[config.mk]
export PLATFORM = sky130hd
export DESIGN_NAME = can_txmb_ctrl
export DESIGN_NICKNAME = d
export VERILOG_FILES = /design/src/rtl/can_txmb_pkg.sv /design/src/rtl/can_txmb_fsm.sv /design/src/rtl/can_txmb_regs.sv /design/src/rtl/can_txmb_ctrl.sv
export SDC_FILE = /design/constraint.sdc
export NUM_CORES = 1
export LEC_CHECK = 0
export ABC_AREA = 1
export BUFFER_PORTS_ARGS = -buffer_cell sky130_fd_sc_hd__clkbuf_2
export CORE_AREA = 4 4 41 43
export CTS_BUF_LIST = sky130_fd_sc_hd__clkbuf_16
export DETAILED_ROUTE_END_ITERATION = 12
export DIE_AREA = 0 0 45 47
export PLACE_DENSITY_LB_ADDON = 0.2
export SLEW_MARGIN = 20
export SYNTH_ARGS = -nofsm -noshare
export SYNTH_HDL_FRONTEND = slang
export SYNTH_SLANG_ARGS = --single-unit
[constraint.sdc]
create_clock -name clk -period 2.2 [get_ports clk]
set_clock_uncertainty 0.05 [all_clocks]
set_input_delay 0.33 -clock clk [delete_from_list [all_inputs] [get_ports clk]]
set_output_delay 0.33 -clock clk [all_outputs]
set_load 0.02 [all_outputs]
[src/rtl/can_txmb_pkg.sv]
package can_txmb_pkg;

    typedef enum logic [1:0] {
        MB_EMPTY = 2'd0,
        MB_PEND  = 2'd1,
        MB_XMIT  = 2'd2
    } mb_state_e;

    localparam logic [1:0] TXR_OK  = 2'b00;
    localparam logic [1:0] TXR_ARB = 2'b01;

    localparam int CTL_BITS = 6;

    // Control/status fields, MSB first: bit 5 down to bit 0.
    typedef struct packed {
        logic terr;
        logic alst;
        logic txok;
        logic rqcp;
        logic abrq;
        logic txrq;
    } mb_ctl_t;

    typedef struct packed {
        logic attempt;
        logic finish;
        logic err;
        logic arb;
        logic ok;
    } mb_event_t;

    // Returns {err, arb, ok} for an engine result code.
    function automatic logic [2:0] res_flags(input logic [1:0] code);
        logic [2:0] f;
        f = 3'b000;
        if (code == TXR_OK)       f = 3'b001;
        else if (code == TXR_ARB) f = 3'b010;
        else                      f = 3'b100;
        return f;
    endfunction

endpackage

[src/rtl/can_txmb_fsm.sv]
module can_txmb_fsm
    import can_txmb_pkg::*;
(
    input  logic       clk,
    input  logic       rst,
    input  logic       txrq_set,
    input  logic       abort_pend,
    input  logic       eng_grant,
    input  logic       eng_done,
    input  logic [1:0] eng_result,
    output mb_state_e  state,
    output mb_event_t  ev,
    output logic       eng_req
);

    mb_state_e st_q, st_n;

    always_comb begin
        st_n = st_q;
        ev   = '0;
        case (st_q)
            MB_EMPTY: begin
                if (txrq_set) st_n = MB_PEND;
            end
            MB_PEND: begin
                if (abort_pend) begin
                    st_n      = MB_EMPTY;
                    ev.finish = 1'b1;
                end else if (eng_grant) begin
                    st_n = MB_XMIT;
                end
            end
            MB_XMIT: begin
                if (eng_done) begin
                    ev.attempt = 1'b1;
                    {ev.err, ev.arb, ev.ok} = res_flags(eng_result);
                    if (ev.ok || abort_pend) begin
                        st_n      = MB_EMPTY;
                        ev.finish = 1'b1;
                    end else begin
                        st_n = MB_PEND;
                    end
                end
            end
            default: st_n = MB_EMPTY;
        endcase
    end

    always_ff @(posedge clk) begin
        if (rst) st_q <= MB_EMPTY;
        else     st_q <= st_n;
    end

    assign state   = st_q;
    assign eng_req = (st_q == MB_PEND) && !abort_pend;

endmodule

[src/rtl/can_txmb_regs.sv]
module can_txmb_regs
    import can_txmb_pkg::*;
(
    input  logic                clk,
    input  logic                rst,
    input  logic                wr_en,
    input  logic [CTL_BITS-1:0] wdata,
    input  logic                is_empty,
    input  mb_event_t           ev,
    output mb_ctl_t             ctl,
    output logic                txrq_set,
    output logic                cmpl_pulse
);

    mb_ctl_t ctl_q, ctl_n;
    logic    abrq_set, sw_clr, pulse_q;

    assign txrq_set = wr_en && wdata[0] && is_empty;
    assign abrq_set = wr_en && wdata[1] && !is_empty;
    assign sw_clr   = wr_en && !ev.attempt && !ev.finish;

    always_comb begin
        ctl_n = ctl_q;
        // request bits: set by software, cleared only on completion
        if (ev.finish) begin
            ctl_n.txrq = 1'b0;
            ctl_n.abrq = 1'b0;
            ctl_n.rqcp = 1'b1;
        end else begin
            if (txrq_set) ctl_n.txrq = 1'b1;
            if (abrq_set) ctl_n.abrq = 1'b1;
        end
        // result bits
        if (ev.attempt) begin
            ctl_n.terr = ev.err;
            ctl_n.alst = ev.arb;
            ctl_n.txok = ev.ok;
        end else if (txrq_set) begin
            ctl_n.rqcp = 1'b0;
            ctl_n.txok = 1'b0;
            ctl_n.alst = 1'b0;
            ctl_n.terr = 1'b0;
        end else if (sw_clr) begin
            if (wdata[2]) begin
                ctl_n.rqcp = 1'b0;
                ctl_n.txok = 1'b0;
                ctl_n.alst = 1'b0;
                ctl_n.terr = 1'b0;
            end else begin
                if (wdata[3]) ctl_n.txok = 1'b0;
                if (wdata[4]) ctl_n.alst = 1'b0;
                if (wdata[5]) ctl_n.terr = 1'b0;
            end
        end
    end

    always_ff @(posedge clk) begin
        if (rst) begin
            ctl_q   <= '0;
            pulse_q <= 1'b0;
        end else begin
            ctl_q   <= ctl_n;
            pulse_q <= ctl_n.rqcp && !ctl_q.rqcp;
        end
    end

    assign ctl        = ctl_q;
    assign cmpl_pulse = pulse_q;

endmodule

[src/rtl/can_txmb_ctrl.sv]
module can_txmb_ctrl
    import can_txmb_pkg::*;
#(
    parameter int REG_W = 8
) (
    input  logic             clk,
    input  logic             rst,
    input  logic             reg_wr_en,
    input  logic [REG_W-1:0] reg_wdata,
    output logic [REG_W-1:0] reg_rdata,
    output logic             eng_req,
    input  logic             eng_grant,
    input  logic             eng_done,
    input  logic [1:0]       eng_result,
    output logic             mb_empty,
    input  logic             pay_wr_req,
    output logic             pay_wr_en,
    output logic             cmpl_pulse
);

    localparam int PAD_W = REG_W - CTL_BITS;

    mb_state_e state;
    mb_event_t ev;
    mb_ctl_t   ctl;
    logic      txrq_set;

    can_txmb_fsm u_fsm (
        .clk        (clk),
        .rst        (rst),
        .txrq_set   (txrq_set),
        .abort_pend (ctl.abrq),
        .eng_grant  (eng_grant),
        .eng_done   (eng_done),
        .eng_result (eng_result),
        .state      (state),
        .ev         (ev),
        .eng_req    (eng_req)
    );

    can_txmb_regs u_regs (
        .clk        (clk),
        .rst        (rst),
        .wr_en      (reg_wr_en),
        .wdata      (reg_wdata[CTL_BITS-1:0]),
        .is_empty   (mb_empty),
        .ev         (ev),
        .ctl        (ctl),
        .txrq_set   (txrq_set),
        .cmpl_pulse (cmpl_pulse)
    );

    assign mb_empty  = (state == MB_EMPTY);
    assign pay_wr_en = pay_wr_req && mb_empty;

    generate
        if (PAD_W > 0) begin : g_pad
            assign reg_rdata = {{PAD_W{1'b0}}, ctl};
        end else begin : g_nopad
            assign reg_rdata = ctl;
        end
    endgenerate

endmodule

* Word-level counts from Yosys, hierarchy flattened
Index checks and enable logic that the tools add are counted.
** Word-level totals
- Register bits after elaboration :: 9
- Bits in latches :: 0
- Bits in writable memories :: 0
- Memory bits (read-only) :: 0
- Input bits :: 16
- Output and inout port bits :: 12
- Word-level logic and storage cells :: 66
- Memories :: 0
** Cells by class
- Add/sub/neg operators :: 0
- Multiply operators :: 0
- Div/mod/pow operators :: 0
- $lt $le $gt $ge :: 0
- Equality and inequality tests :: 6
- Shift operators :: 0
- Muxes and demuxes :: 26
- Bitwise logic cells :: 0
- Reductions and logical operators :: 26
** Operator list (count)
- $mux 3 :: 7
- $reduce_bool 4->1 :: 3
- $mux 1 :: 10
- $logic_and 1x1->1 :: 9
- $mux 2 :: 4
- $mux 4 :: 2
- $pmux 2 s3 :: 1
- $reduce_and 2->1 :: 3
- $logic_not 1->1 :: 5
- $mux 5 :: 1
- $eq 2x1->1 const B :: 2
- $logic_not 2->1 :: 2
- $ne 3x2->1 const B :: 1
- $reduce_and 3->1 :: 1
- $reduce_bool 3->1 :: 1
- $eq 2x2->1 const B :: 1
- $ne 2x1->1 const B :: 1
- $ne 2x2->1 const B :: 1
- $pmux 1 s2 :: 1
- $reduce_or 2->1 :: 1
- $logic_or 1x1->1 :: 1

* Depth between registers and ports, before layout
Gate-level depths: netlist of run 1.
- Word-level depth :: 16
- Gate-level depth with buffers :: 10
- Gate-level depth less buffers :: 10

* Modules after synthesis
A second synthesis of run 1 with hierarchy kept.
** Second synthesis, totals
- Cell total of the unflattened synthesis :: 98
- Area, all modules :: 628.1 sq um
** Modules (own cells, without submodules)
- can_txmb_regs :: times used 1, cells an instance 48, area each 325.3 sq um, sequential area each 140.1 sq um
- can_txmb_fsm :: times used 1, cells an instance 41, area each 256.5 sq um, sequential area each 40.0 sq um
- can_txmb_ctrl :: times used 1, cells an instance 9, area each 46.3 sq um, sequential area each 0.0 sq um

* Worst setup path after synthesis of run 1
OpenSTA, ideal clock, no wires.
- Kind :: reg-to-reg
- Start :: reg u_fsm.st_q[0] (netlist: u_fsm.state[0])
- End :: reg u_regs.pulse_q (netlist: u_regs.cmpl_pulse)
- Setup time :: 123 ps
- Arrival time :: 1239 ps
- Data required time :: 2027 ps
- Setup slack :: 788 ps
- Cell stages (with the launch flop) :: 10
- Buffers on the path :: 0
- Period minus slack after synthesis :: 1412 ps
- Cells stage by stage :: dfxtp_1 > inv_1 > ha_1 > nand3_1 > nand2_1 > inv_2 > nand2_4 > nand2_1 > nand2_1 > nor2_2
** On the way
- Elaborated cells on any way between the ends :: 16
- Classes of those cells :: eq/ne: 2; mux: 7; reduce/logical: 7
** RTL lines
- start, declared :: line can_txmb_fsm.sv:16 : mb_state_e st_q, st_n;
- start signal, assigned :: line can_txmb_fsm.sv:51 : else st_q <= st_n;
- $logic_not 2->1 :: line can_txmb_ctrl.sv:53 : assign mb_empty = (state == MB_EMPTY);
- named net mb_empty :: line can_txmb_ctrl.sv:15 : output logic mb_empty,
- $logic_and 1x1->1 :: line can_txmb_regs.sv:18 : assign txrq_set = wr_en && wdata[0] && is_empty;
- $mux 4 :: line can_txmb_regs.sv:38 : end else if (txrq_set) begin
- $mux 1 :: line can_txmb_regs.sv:34 : if (ev.attempt) begin
- $logic_and 1x1->1 :: line can_txmb_regs.sv:63 : pulse_q <= ctl_n.rqcp && !ctl_q.rqcp;
- end signal, assigned :: line can_txmb_regs.sv:63
- end, declared :: line can_txmb_regs.sv:16 : logic abrq_set, sw_clr, pulse_q;
The timed path passes the listed nets, and every way through them passes these cells. The select of a mux whose other input is x is not followed.
A chain may end at the register's enable or synchronous reset.

* Worst setup path in the final report of run 1
- Start :: reg u_fsm.st_q[1] (netlist: u_fsm.state[1])
- End :: out eng_req
** On the way
- Cells in the longest elaborated chain, start to end :: 2
** Ends and longest elaborated chain
- $eq 2x1->1 :: line can_txmb_fsm.sv:55 : assign eng_req = (st_q == MB_PEND) && !abort_pend;
- $logic_and 1x1->1 :: line can_txmb_fsm.sv:55
- end, declared :: line can_txmb_ctrl.sv:11 : output logic eng_req,
Every way passes these cells.

==> flow_summary_export.csv, run 1 <==
group,metric,value,unit
status,status,"finished, final reports clean",
floorplanning,initial_utilization,44.0,%
clocking,cts-buffers-inserted,3,
critical_path,critical_path.startpoint_type,"flip-flop",
place,detailed_place_hpwl,1020,um
drt,detailedRoute.firstIterationViolations,13,
finish,layout.cell_area.non_filler,767,um2
global_route,global_route_wire_length_before_repair,2060,um
pwr,power-per-cell-area,1150,mW/mm2
drt,wirelength,1280,um
clocking,tritoncts_clock_tree,"built",
flow_run,drv.max_cap_violation_count,0,
drt,drcViolationCount,0,
min_path,timing.hold.worst.class,"primary input to flip-flop",
finish,final_core_util,58.9,%
logic_synthesis,ys_async_sr_fraction,0,%
place,place_area,688,um2
place,dpl.cell_count,122,
global_route,grt_util_all_layers,13.7,%
floorplanning,num_io_pins,28,
critical_path,worstSetupEndpointType,"output port",
sta,total_neg_setup_slack,0,ps
floorplanning,standard_cell_row_count,13,
critical_path,cp_slowest_stage_delay,370,ps
finish,area_growth_from_synthesis_to_layout,33.8,%
place,place.port_buffers,23,
finish,nNetsFinal,132,
pwr,clkPwrFrac,36.1,%
pwr,internal_power,0.000553,W
logic_synthesis,synth.top_cells.by_count,"sky130_fd_sc_hd__nand2_1, sky130_fd_sc_hd__inv_1, sky130_fd_sc_hd__nor2_1",
drt,detailroute.via_count,566,
floorplanning,die_width,45,um
global_route,grt_max_degree,8,
sta,fmax,0.616,GHz
pwr,power.combinational.fraction,39.4,%
critical_path,cp_cell_sequence,"inv_1 > ha_1 > nand2_1 > inv_1 > clkbuf_2",
sta,period_utilisation_layout,73.8,%
finish,post_route_cells_drive_above_1_share,31.5,%
clocking,clk-insertion-delay-late,230,ps
clocking,htreeDepth,1,
global_route,grt_total_ovfl,0,
clocking,clk_pin_slew_worst_paths,40,ps
pwr,swShare,37.5,%
critical_path,worst_path_arrival,1240,ps
critical_path,crit_slowest_cell,"sky130_fd_sc_hd__dfxtp_1",
sta,hold_viol_final,0,
floorplanning,die_h,47,um
clocking,ctsResizeCount,0,
sta,final-setup-viol-count,0,
critical_path,crit_fanout,4,
logic_synthesis,synth.area.top_cells,"sky130_fd_sc_hd__dfxtp_1, sky130_fd_sc_hd__nand2_1, sky130_fd_sc_hd__ha_1",
clocking,hold_buffers,0,
clocking,cts.root.buffer_cell,"sky130_fd_sc_hd__clkbuf_16",
pwr,p_seq_share,24.5,%
drt,drt.antenna.violating_nets,0,
logic_synthesis,syn_area_per_cell,6.66,um2
logic_synthesis,synth_cell_type_count,18,
critical_path,timing.reg2reg.setup_slack,710,ps
sta,timing.final.crit_period,1620,ps
clocking,post_cts_buffers,0,
pwr,power.ir.vdd_worst,0.590,mV
critical_path,timing.critical_path.mode_cell,"sky130_fd_sc_hd__inv_1",
logic_synthesis,synth-seq-area-share,31.4,%
sta,grt_setup_unrepaired,"false",
critical_path,cp_data_required_time,1820,ps
critical_path,critical_path_class,"flip-flop to output port",
finish,antennaDiodeCount,0,
pwr,net-switching-power,0.000332,W
global_route,number_of_global_route_vias_before_repair,492,
logic_synthesis,synth_area,573,um2
floorplanning,die_area,0.00212,mm2
clocking,clockBufferDepth,2,
logic_synthesis,synthesis.instances,86,
drt,drt_pass1_iterations,4,
sta,final.hold.worst_slack,260,ps
place,finalWeightedCongestion,0.768,
logic_synthesis,ys_dominant_reg_cell,"sky130_fd_sc_hd__dfxtp_1",
logic_synthesis,synth-edff-count,0,
drt,route.detailed.wl_per_inst,10.2,um
finish,fillCellCount,136,
floorplanning,core-area,0.00130,mm2
global_route,antenna_found_initial,0,
pwr,leakagePower,0.432,nW
logic_synthesis,synth_register_bits,9,
logic_synthesis,synth_warnings,0,
sta,final_max_slew_viol_count,0,
logic_synthesis,synth_area_leader_cell,"sky130_fd_sc_hd__dfxtp_1",
finish,post_layout_nonfiller_instances,126,
logic_synthesis,synth_largest_type_area_fraction,31.4,%
drt,post_drt_via_cell_ratio,4.49,
clocking,clock-sinks,9,
logic_synthesis,most_repeated_cell_in_the_gate_level_netlist_after_synthesis,"sky130_fd_sc_hd__nand2_1",
power by group through the flow:
stage	Sequential, W	Combinational (W)	Clock, W
4_1_cts	0.000216	0.000350	0.000324
5_1_grt	0.000221	0.000393	0.000330
2_1_floorplan	0.000229	0.000250	0
3_5_place_dp	0.000219	0.000347	0
6_report	0.000216	0.000348	0.000320
3_3_place_gp	0.000218	0.000342	0
per-stage QoR:
step,power (W),setup slack [ps]
after detailed placement,0.000566,736
after global routing,0.000943,523
after CTS,0.000891,578
final,0.000884,576
after floorplan,0.000479,788
after global placement,0.000560,763
registers in the layout (all words and copies together) (netlist names):
register           count
u_regs.ctl             6
u_regs.cmpl_pulse      1
u_fsm.state            2
worst max-delay path: cells and delay by family (launching register included):
family / cells / cell delay (ps)
adders and majority gates: 1 / 210
buffers and inverters: 3 / 310
DFF: 1 / 370
and+or+nand+nor: 1 / 130
path summary, 6_finish.rpt:
check	startpoint	endpoint	depth (start not counted)
worst min-delay path	rst	u_fsm.state[0]	2
worst min register to register	u_regs.ctl[2]	u_regs.cmpl_pulse	1
worst max-delay path	u_fsm.state[1]	eng_req	5
worst max register to register	u_fsm.state[0]	u_regs.ctl[3]	8
metal layers:
layer  up-vias  share of wire [%]  GRT usage, %
met3         4                8.0          3.45
met4         0                1.5          8.77
met1       231                 47          18.2
met5         -                  0             0
met2        21                 44          19.8
li1        310                  -             -
cells in the final DEF, fill, tap and decap left out, types with 3 or more instances in the layout:
cell	Yosys	layout
sky130_fd_sc_hd__inv_1	12	13
sky130_fd_sc_hd__ha_1	4	4
sky130_fd_sc_hd__nand2_1	23	23
sky130_fd_sc_hd__clkbuf_2	0	23
sky130_fd_sc_hd__nand3_1	5	5
sky130_fd_sc_hd__dfxtp_1	9	9
sky130_fd_sc_hd__clkbuf_16	0	3
sky130_fd_sc_hd__nor2_1	10	10
sky130_fd_sc_hd__a21oi_1	8	8
cell type report:
type | count | area [um2] | area share [%]
inverter | 13 | 48.8 | 6.36
sequential | 9 | 180 | 23.5
timing repair buffer | 23 | 115 | 15.0
tap | 15 | 18.8 | 2.45
clock inverter | 1 | 3.75 | 0.489
clock buffer | 3 | 75.1 | 9.79
multi-input combinational | 62 | 325 | 42.4
cell families (layout without fill, tap and decap cells):
family	Yosys count	after routing	share of synthesized area, %
other cells	1	2	0.654
simple gates	45	45	35.2
compound gates	11	11	11.6
buf+inv	16	40	12.4
flops	9	9	31.4
fa+ha+maj	4	4	8.73
No activity file was read; power rests on OpenSTA's default activity.
==> run 2: changes to the inputs <==
--- a/config.mk
+++ b/config.mk
@@ -5,12 +5,12 @@
 export SDC_FILE = /design/constraint.sdc
 export NUM_CORES = 1
 export LEC_CHECK = 0
-export ABC_AREA = 1
+export ABC_AREA = 0
 export BUFFER_PORTS_ARGS = -buffer_cell sky130_fd_sc_hd__clkbuf_2
-export CORE_AREA = 4 4 41 43
+export CORE_MARGIN = 4
+export CORE_UTILIZATION = 43
 export CTS_BUF_LIST = sky130_fd_sc_hd__clkbuf_16
 export DETAILED_ROUTE_END_ITERATION = 12
-export DIE_AREA = 0 0 45 47
 export PLACE_DENSITY_LB_ADDON = 0.2
 export SLEW_MARGIN = 20
 export SYNTH_ARGS = -nofsm -noshare
==> constraint.sdc (replaced) <==
create_clock -name clk -period 1.51 [get_ports clk]
set_clock_uncertainty 0.05 [all_clocks]
set_input_delay 0.2265 -clock clk [delete_from_list [all_inputs] [get_ports clk]]
set_output_delay 0.2265 -clock clk [all_outputs]
set_load 0.02 [all_outputs]
==> flow_summary_export.csv, run 2 <==
group,metric,value,unit
status,status,"finished, final reports clean",
pwr,power-per-cell-area,1630,mW/mm2
drt,drt.antenna.violating_nets,0,
global_route,antenna_found_initial,0,
clocking,hold_buffers,0,
global_route,global_route_wire_length_before_repair,2440,um
clocking,cts-buffers-inserted,3,
critical_path,worstSetupEndpointType,"flip-flop",
drt,detailedRoute.firstIterationViolations,13,
clocking,clk-insertion-delay-late,230,ps
logic_synthesis,synth_largest_type_area_fraction,30.8,%
sta,final.hold.worst_slack,202,ps
sta,timing.final.crit_period,1510,ps
floorplanning,standard_cell_row_count,13,
min_path,worstHoldStart,"rst",
critical_path,cp_data_required_time,1590,ps
logic_synthesis,synth_area,586,um2
critical_path,cp_num_buf_inv,1,
logic_synthesis,synth_warnings,0,
floorplanning,initial_utilization,45.6,%
logic_synthesis,synth_cell_type_count,32,
finish,post_route_cells_drive_above_1_share,45.9,%
pwr,leakagePower,0.413,nW
flow_run,drv.max_cap_violation_count,0,
drt,wirelength,1600,um
finish,area_growth_from_synthesis_to_layout,52.1,%
floorplanning,num_io_pins,28,
logic_synthesis,synth_register_bits,9,
finish,post_layout_nonfiller_instances,113,
sta,grt_setup_unrepaired,"true",
critical_path,critical_path.startpoint_type,"flip-flop",
place,place.port_buffers,23,
global_route,grt_util_all_layers,17.0,%
logic_synthesis,most_repeated_cell_in_the_gate_level_netlist_after_synthesis,"sky130_fd_sc_hd__dfxtp_1",
drt,post_drt_via_cell_ratio,5.50,
sta,final-setup-viol-count,0,
logic_synthesis,synth.area.top_cells,"sky130_fd_sc_hd__dfxtp_1, sky130_fd_sc_hd__ha_1, sky130_fd_sc_hd__a21oi_1",
critical_path,critical_path_class,"flip-flop to flip-flop",
critical_path,critical_path.startpoint,"u_fsm.state[0]",
place,dpl.cell_count,108,
sta,total_neg_setup_slack,0,ps
clocking,tritoncts_clock_tree,"built",
finish,antennaDiodeCount,0,
critical_path,worst_path_arrival,1590,ps
logic_synthesis,synthesis.instances,68,
clocking,clock-sinks,9,
drt,route.detailed.wl_per_inst,14.1,um
global_route,grt_total_ovfl,0,
critical_path,cp_cell_sequence,"inv_4 > ha_4 > a21boi_2 > or3_4 > o41ai_4",
pwr,power.ir.vdd_worst,0.951,mV
logic_synthesis,syn_area_per_cell,8.61,um2
finish,fillCellCount,104,
critical_path,crit_fanout,3,
finish,nNetsFinal,119,
sta,fmax,0.664,GHz
floorplanning,core-area,0.00128,mm2
clocking,cts.root.buffer_cell,"sky130_fd_sc_hd__clkbuf_16",
finish,final_common_cell,"sky130_fd_sc_hd__clkbuf_2",
logic_synthesis,synth-seq-area-share,30.8,%
floorplanning,die_h,44.9,um
finish,largest_register_ff_count,6,
logic_synthesis,synth-edff-count,0,
critical_path,timing.rr.start,"u_fsm.state[0]",
place,detailed_place_hpwl,1190,um
global_route,grt_max_degree,9,
global_route,number_of_global_route_vias_before_repair,567,
logic_synthesis,synth.top_cells.by_count,"sky130_fd_sc_hd__dfxtp_1, sky130_fd_sc_hd__a21oi_1, sky130_fd_sc_hd__inv_1",
floorplanning,die_width,44.9,um
sta,period_utilisation_layout,99.7,%
logic_synthesis,ys_async_sr_fraction,0,%
drt,detailroute.via_count,622,
finish,layout.cell_area.non_filler,891,um2
logic_synthesis,synth_area_leader_cell,"sky130_fd_sc_hd__dfxtp_1",
drt,drt_pass1_iterations,4,
critical_path,crit_slowest_cell,"sky130_fd_sc_hd__or3_4",
finish,final_core_util,69.3,%
critical_path,cp_slowest_stage_delay,410,ps
finish,most-common-layout-cells,"sky130_fd_sc_hd__clkbuf_2, sky130_fd_sc_hd__a21oi_1, sky130_fd_sc_hd__buf_4, sky130_fd_sc_hd__dfxtp_1, sky130_fd_sc_hd__inv_1",
clocking,clockBufferDepth,2,
clocking,clk_pin_slew_worst_paths,40,ps
logic_synthesis,ys_dominant_reg_cell,"sky130_fd_sc_hd__dfxtp_1",
min_path,timing.hold.worst.class,"primary input to flip-flop",
sta,hold_viol_final,0,
critical_path,timing.critical_path.max_delay_family,"simple AND/OR/NAND/NOR gates",
sta,final_max_slew_viol_count,0,
drt,drcViolationCount,0,
place,place_area,762,um2
place,finalWeightedCongestion,0.778,
floorplanning,die_area,0.00202,mm2
clocking,htreeDepth,1,
-- run 2: cell type report --
class,count,area [um2],area share [%]
clock buffer,3,75.1,8.43
clock inverter,1,3.75,0.421
inverter,6,27.5,3.09
multi-input combinational,50,407,45.6
sequential,9,188,21.1
tap,15,18.8,2.11
timing repair buffer,29,171,19.2
-- run 2: per-stage QoR --
step / setup slack [ps] / power [W]
floorplan: 37.9 / 0.000716
global placement: 24.3 / 0.000860
CTS: 0.950 / 0.00141
detailed placement: -19.3 / 0.000867
finish: 4.01 / 0.00145
global route: -42.5 / 0.00153
-- run 2: cell families (layout without fill, tap and decap cells) --
group	Yosys count	count (layout)	synth area share [%]
and+or+nand+nor	17	17	18.2
adders and majority gates	4	4	8.55
other	1	2	0.640
DFF	9	9	30.8
AOI/OAI and AO/OA	27	27	33.6
buffers and inverters	10	39	8.33
-- run 2: path summary, 6_finish.rpt --
path	end	slack [ps]	depth (start not counted)
setup / recovery	u_fsm.state[1]	4	5
hold / removal	u_regs.ctl[1]	200	2
setup reg to reg	u_fsm.state[1]	4	5
hold reg to reg	u_regs.cmpl_pulse	410	1
-- run 2: where the power goes --
part,leakage (nW),switching [W],internal (W)
logic,0.296,0.000344,0.000316
clock network,0.0423,0.000121,0.000347
registers,0.0744,0.0000406,0.000280
total,0.413,0.000506,0.000942
-- run 2: routing by layer --
metal  vias to the layer above  GRT usage [%]  routed length, um
met5                         -              0                  0
met4                         0           9.94                 11
met3                         2           2.39                102
met2                        24           28.1                771
met1                       277           20.8                709
li1                        319              -                  -
-- run 2: worst register-to-register path: stages, from the launching register on --
cell and delay, ps:
sky130_fd_sc_hd__dfxtp_4 370, sky130_fd_sc_hd__inv_4 50, sky130_fd_sc_hd__ha_4 150, sky130_fd_sc_hd__a21boi_2 160, sky130_fd_sc_hd__or3_4 410, sky130_fd_sc_hd__o41ai_4 210
-- run 2: what timing repair did --
item	4_1_cts	5_1_grt
endpoints found under the setup margin	3	4
gates resized for setup	7	5
setup buffers	1	0
pin swaps	0	2
==> run 3: changes to the inputs <==
--- a/config.mk
+++ b/config.mk
@@ -5,7 +5,7 @@
 export SDC_FILE = /design/constraint.sdc
 export NUM_CORES = 1
 export LEC_CHECK = 0
-export ABC_AREA = 0
+export ABC_AREA = 1
 export BUFFER_PORTS_ARGS = -buffer_cell sky130_fd_sc_hd__clkbuf_2
 export CORE_MARGIN = 4
 export CORE_UTILIZATION = 43
==> flow_summary_export.csv, run 3 (synthesis results as in run 1) <==
group,metric,value,unit
drt,drt_pass1_iterations,4,
finish,most-common-layout-cells,"sky130_fd_sc_hd__nand2_1, sky130_fd_sc_hd__clkbuf_2, sky130_fd_sc_hd__inv_1",
floorplanning,num_io_pins,28,
floorplanning,die_width,44.5,um
clocking,hold_buffers,0,
floorplanning,initial_utilization,48.3,%
sta,grt_setup_unrepaired,"true",
finish,final_core_util,66.1,%
finish,post_layout_nonfiller_instances,125,
critical_path,cp_data_required_time,1230,ps
pwr,power.ir.vdd_worst,1.14,mV
critical_path,worst_path_arrival,1140,ps
place,finalWeightedCongestion,0.742,
sta,total_neg_setup_slack,0,ps
floorplanning,core-area,0.00119,mm2
critical_path,crit_fanout,4,
place,place.port_buffers,23,
critical_path,critical_path.startpoint_type,"flip-flop",
drt,post_drt_via_cell_ratio,4.74,
clocking,htreeDepth,1,
drt,wirelength,1280,um
finish,largest_register_ff_count,6,
critical_path,critical_path_class,"flip-flop to output port",
global_route,antenna_found_initial,0,
place,detailed_place_hpwl,1020,um
finish,nNetsFinal,132,
finish,antennaDiodeCount,0,
drt,route.detailed.wl_per_inst,10.2,um
sta,timing.final.crit_period,1420,ps
drt,detailedRoute.firstIterationViolations,18,
drt,detailroute.via_count,592,
sta,period_utilisation_layout,93.9,%
global_route,global_route_wire_length_before_repair,2170,um
finish,area_growth_from_synthesis_to_layout,36.9,%
clocking,tritoncts_clock_tree,"built",
finish,regArea,185,um2
clocking,clock-sinks,9,
place,dpl.cell_count,121,
pwr,power-per-cell-area,1670,mW/mm2
status,status,"finished, final reports clean",
clocking,clockBufferDepth,2,
drt,drcViolationCount,0,
global_route,number_of_global_route_vias_before_repair,538,
place,dp_slack,71.4,ps
clocking,cts-buffers-inserted,3,
drt,drt.antenna.violating_nets,0,
flow_run,drv.max_cap_violation_count,0,
sta,fin_ws,92.1,ps
clocking,clk_pin_slew_worst_paths,40,ps
floorplanning,die_h,44.5,um
sta,fmax,0.705,GHz
finish,fillCellCount,114,
critical_path,worstSetupEndpointType,"output port",
floorplanning,die_area,0.00198,mm2
global_route,grt_total_ovfl,0,
floorplanning,standard_cell_row_count,12,
sta,final_max_slew_viol_count,0,
global_route,grt_max_degree,8,
clocking,clk-insertion-delay-late,230,ps
finish,multi_input_comb_area,338,um2
finish,post_route_cells_drive_above_1_share,37.8,%
min_path,timing.hold.worst.class,"primary input to flip-flop",
pwr,leakagePower,0.430,nW
clocking,cts.root.buffer_cell,"sky130_fd_sc_hd__clkbuf_16",
sta,hold_viol_final,0,
sta,final-setup-viol-count,0,
global_route,grt_util_all_layers,15.0,%
==> run 3: cell count changes in the layout (fill, tap and decap cells not counted), sizes merged, moves of 3 or more <==
| cell | change |
|---|---|
| nor2 | +10 |
| nand2 | +24 |
| inv | +6 |
| nand3 | +4 |
| a32oi | -3 |
| buf | -7 |
==> run 3: final timing paths <==
check / startpoint / to / slack, ps / cells after the start
worst max-delay path: u_fsm.state[1] / eng_req / 90 / 5
worst min-delay path: rst / u_fsm.state[0] / 140 / 2
worst max register to register: u_fsm.state[0] / u_regs.ctl[3] / 120 / 9
worst min register to register: u_regs.ctl[2] / u_regs.cmpl_pulse / 400 / 1
==> run 3: stage by stage <==
stage          area [um2]  total power [W]  hold slack, ps
3_5_place_dp          687         0.000825             389
3_3_place_gp          687         0.000814             385
4_1_cts               767          0.00130             149
2_1_floorplan         577         0.000698             246
5_1_grt               785          0.00142             159
6_report              785          0.00131             144
==> run 3: layout make-up <==
type                       instances  area share [%]
clock inverter                     1           0.638
tap                               14            2.23
inverter                          13            6.22
clock buffer                       3            9.57
sequential                         9            23.6
timing repair buffer              23            14.7
multi-input combinational         62            43.1
==> run 3: critical path, stage by stage, from the launching register on <==
cell and delay (ps):
sky130_fd_sc_hd__dfxtp_2 340, sky130_fd_sc_hd__inv_1 60, sky130_fd_sc_hd__ha_1 180, sky130_fd_sc_hd__nand2_1 100, sky130_fd_sc_hd__inv_1 60, sky130_fd_sc_hd__clkbuf_2 150
==> run 3: report_power, final <==
part | switching, W | internal, W | leakage (nW) | total [W]
Sequential | 0.0000342 | 0.000291 | 0.0747 | 0.000326
Combinational | 0.000335 | 0.000186 | 0.315 | 0.000521
Clock | 0.000114 | 0.000349 | 0.0409 | 0.000463
==> run 3: timing repair <==
action,4_1_cts,5_1_grt
resized for setup,0,7
buffers inserted,0,0
endpoints found under the setup margin,0,9
==> run 3: per-layer routing <==
layer / part of all wire [%] / up-vias / track usage [%]
met4: 0.70 / 0 / 3.61
li1: - / 312 / -
met1: 40 / 263 / 16.4
met5: 0 / - / 0
met3: 8.2 / 3 / 7.72
met2: 51 / 14 / 25.5
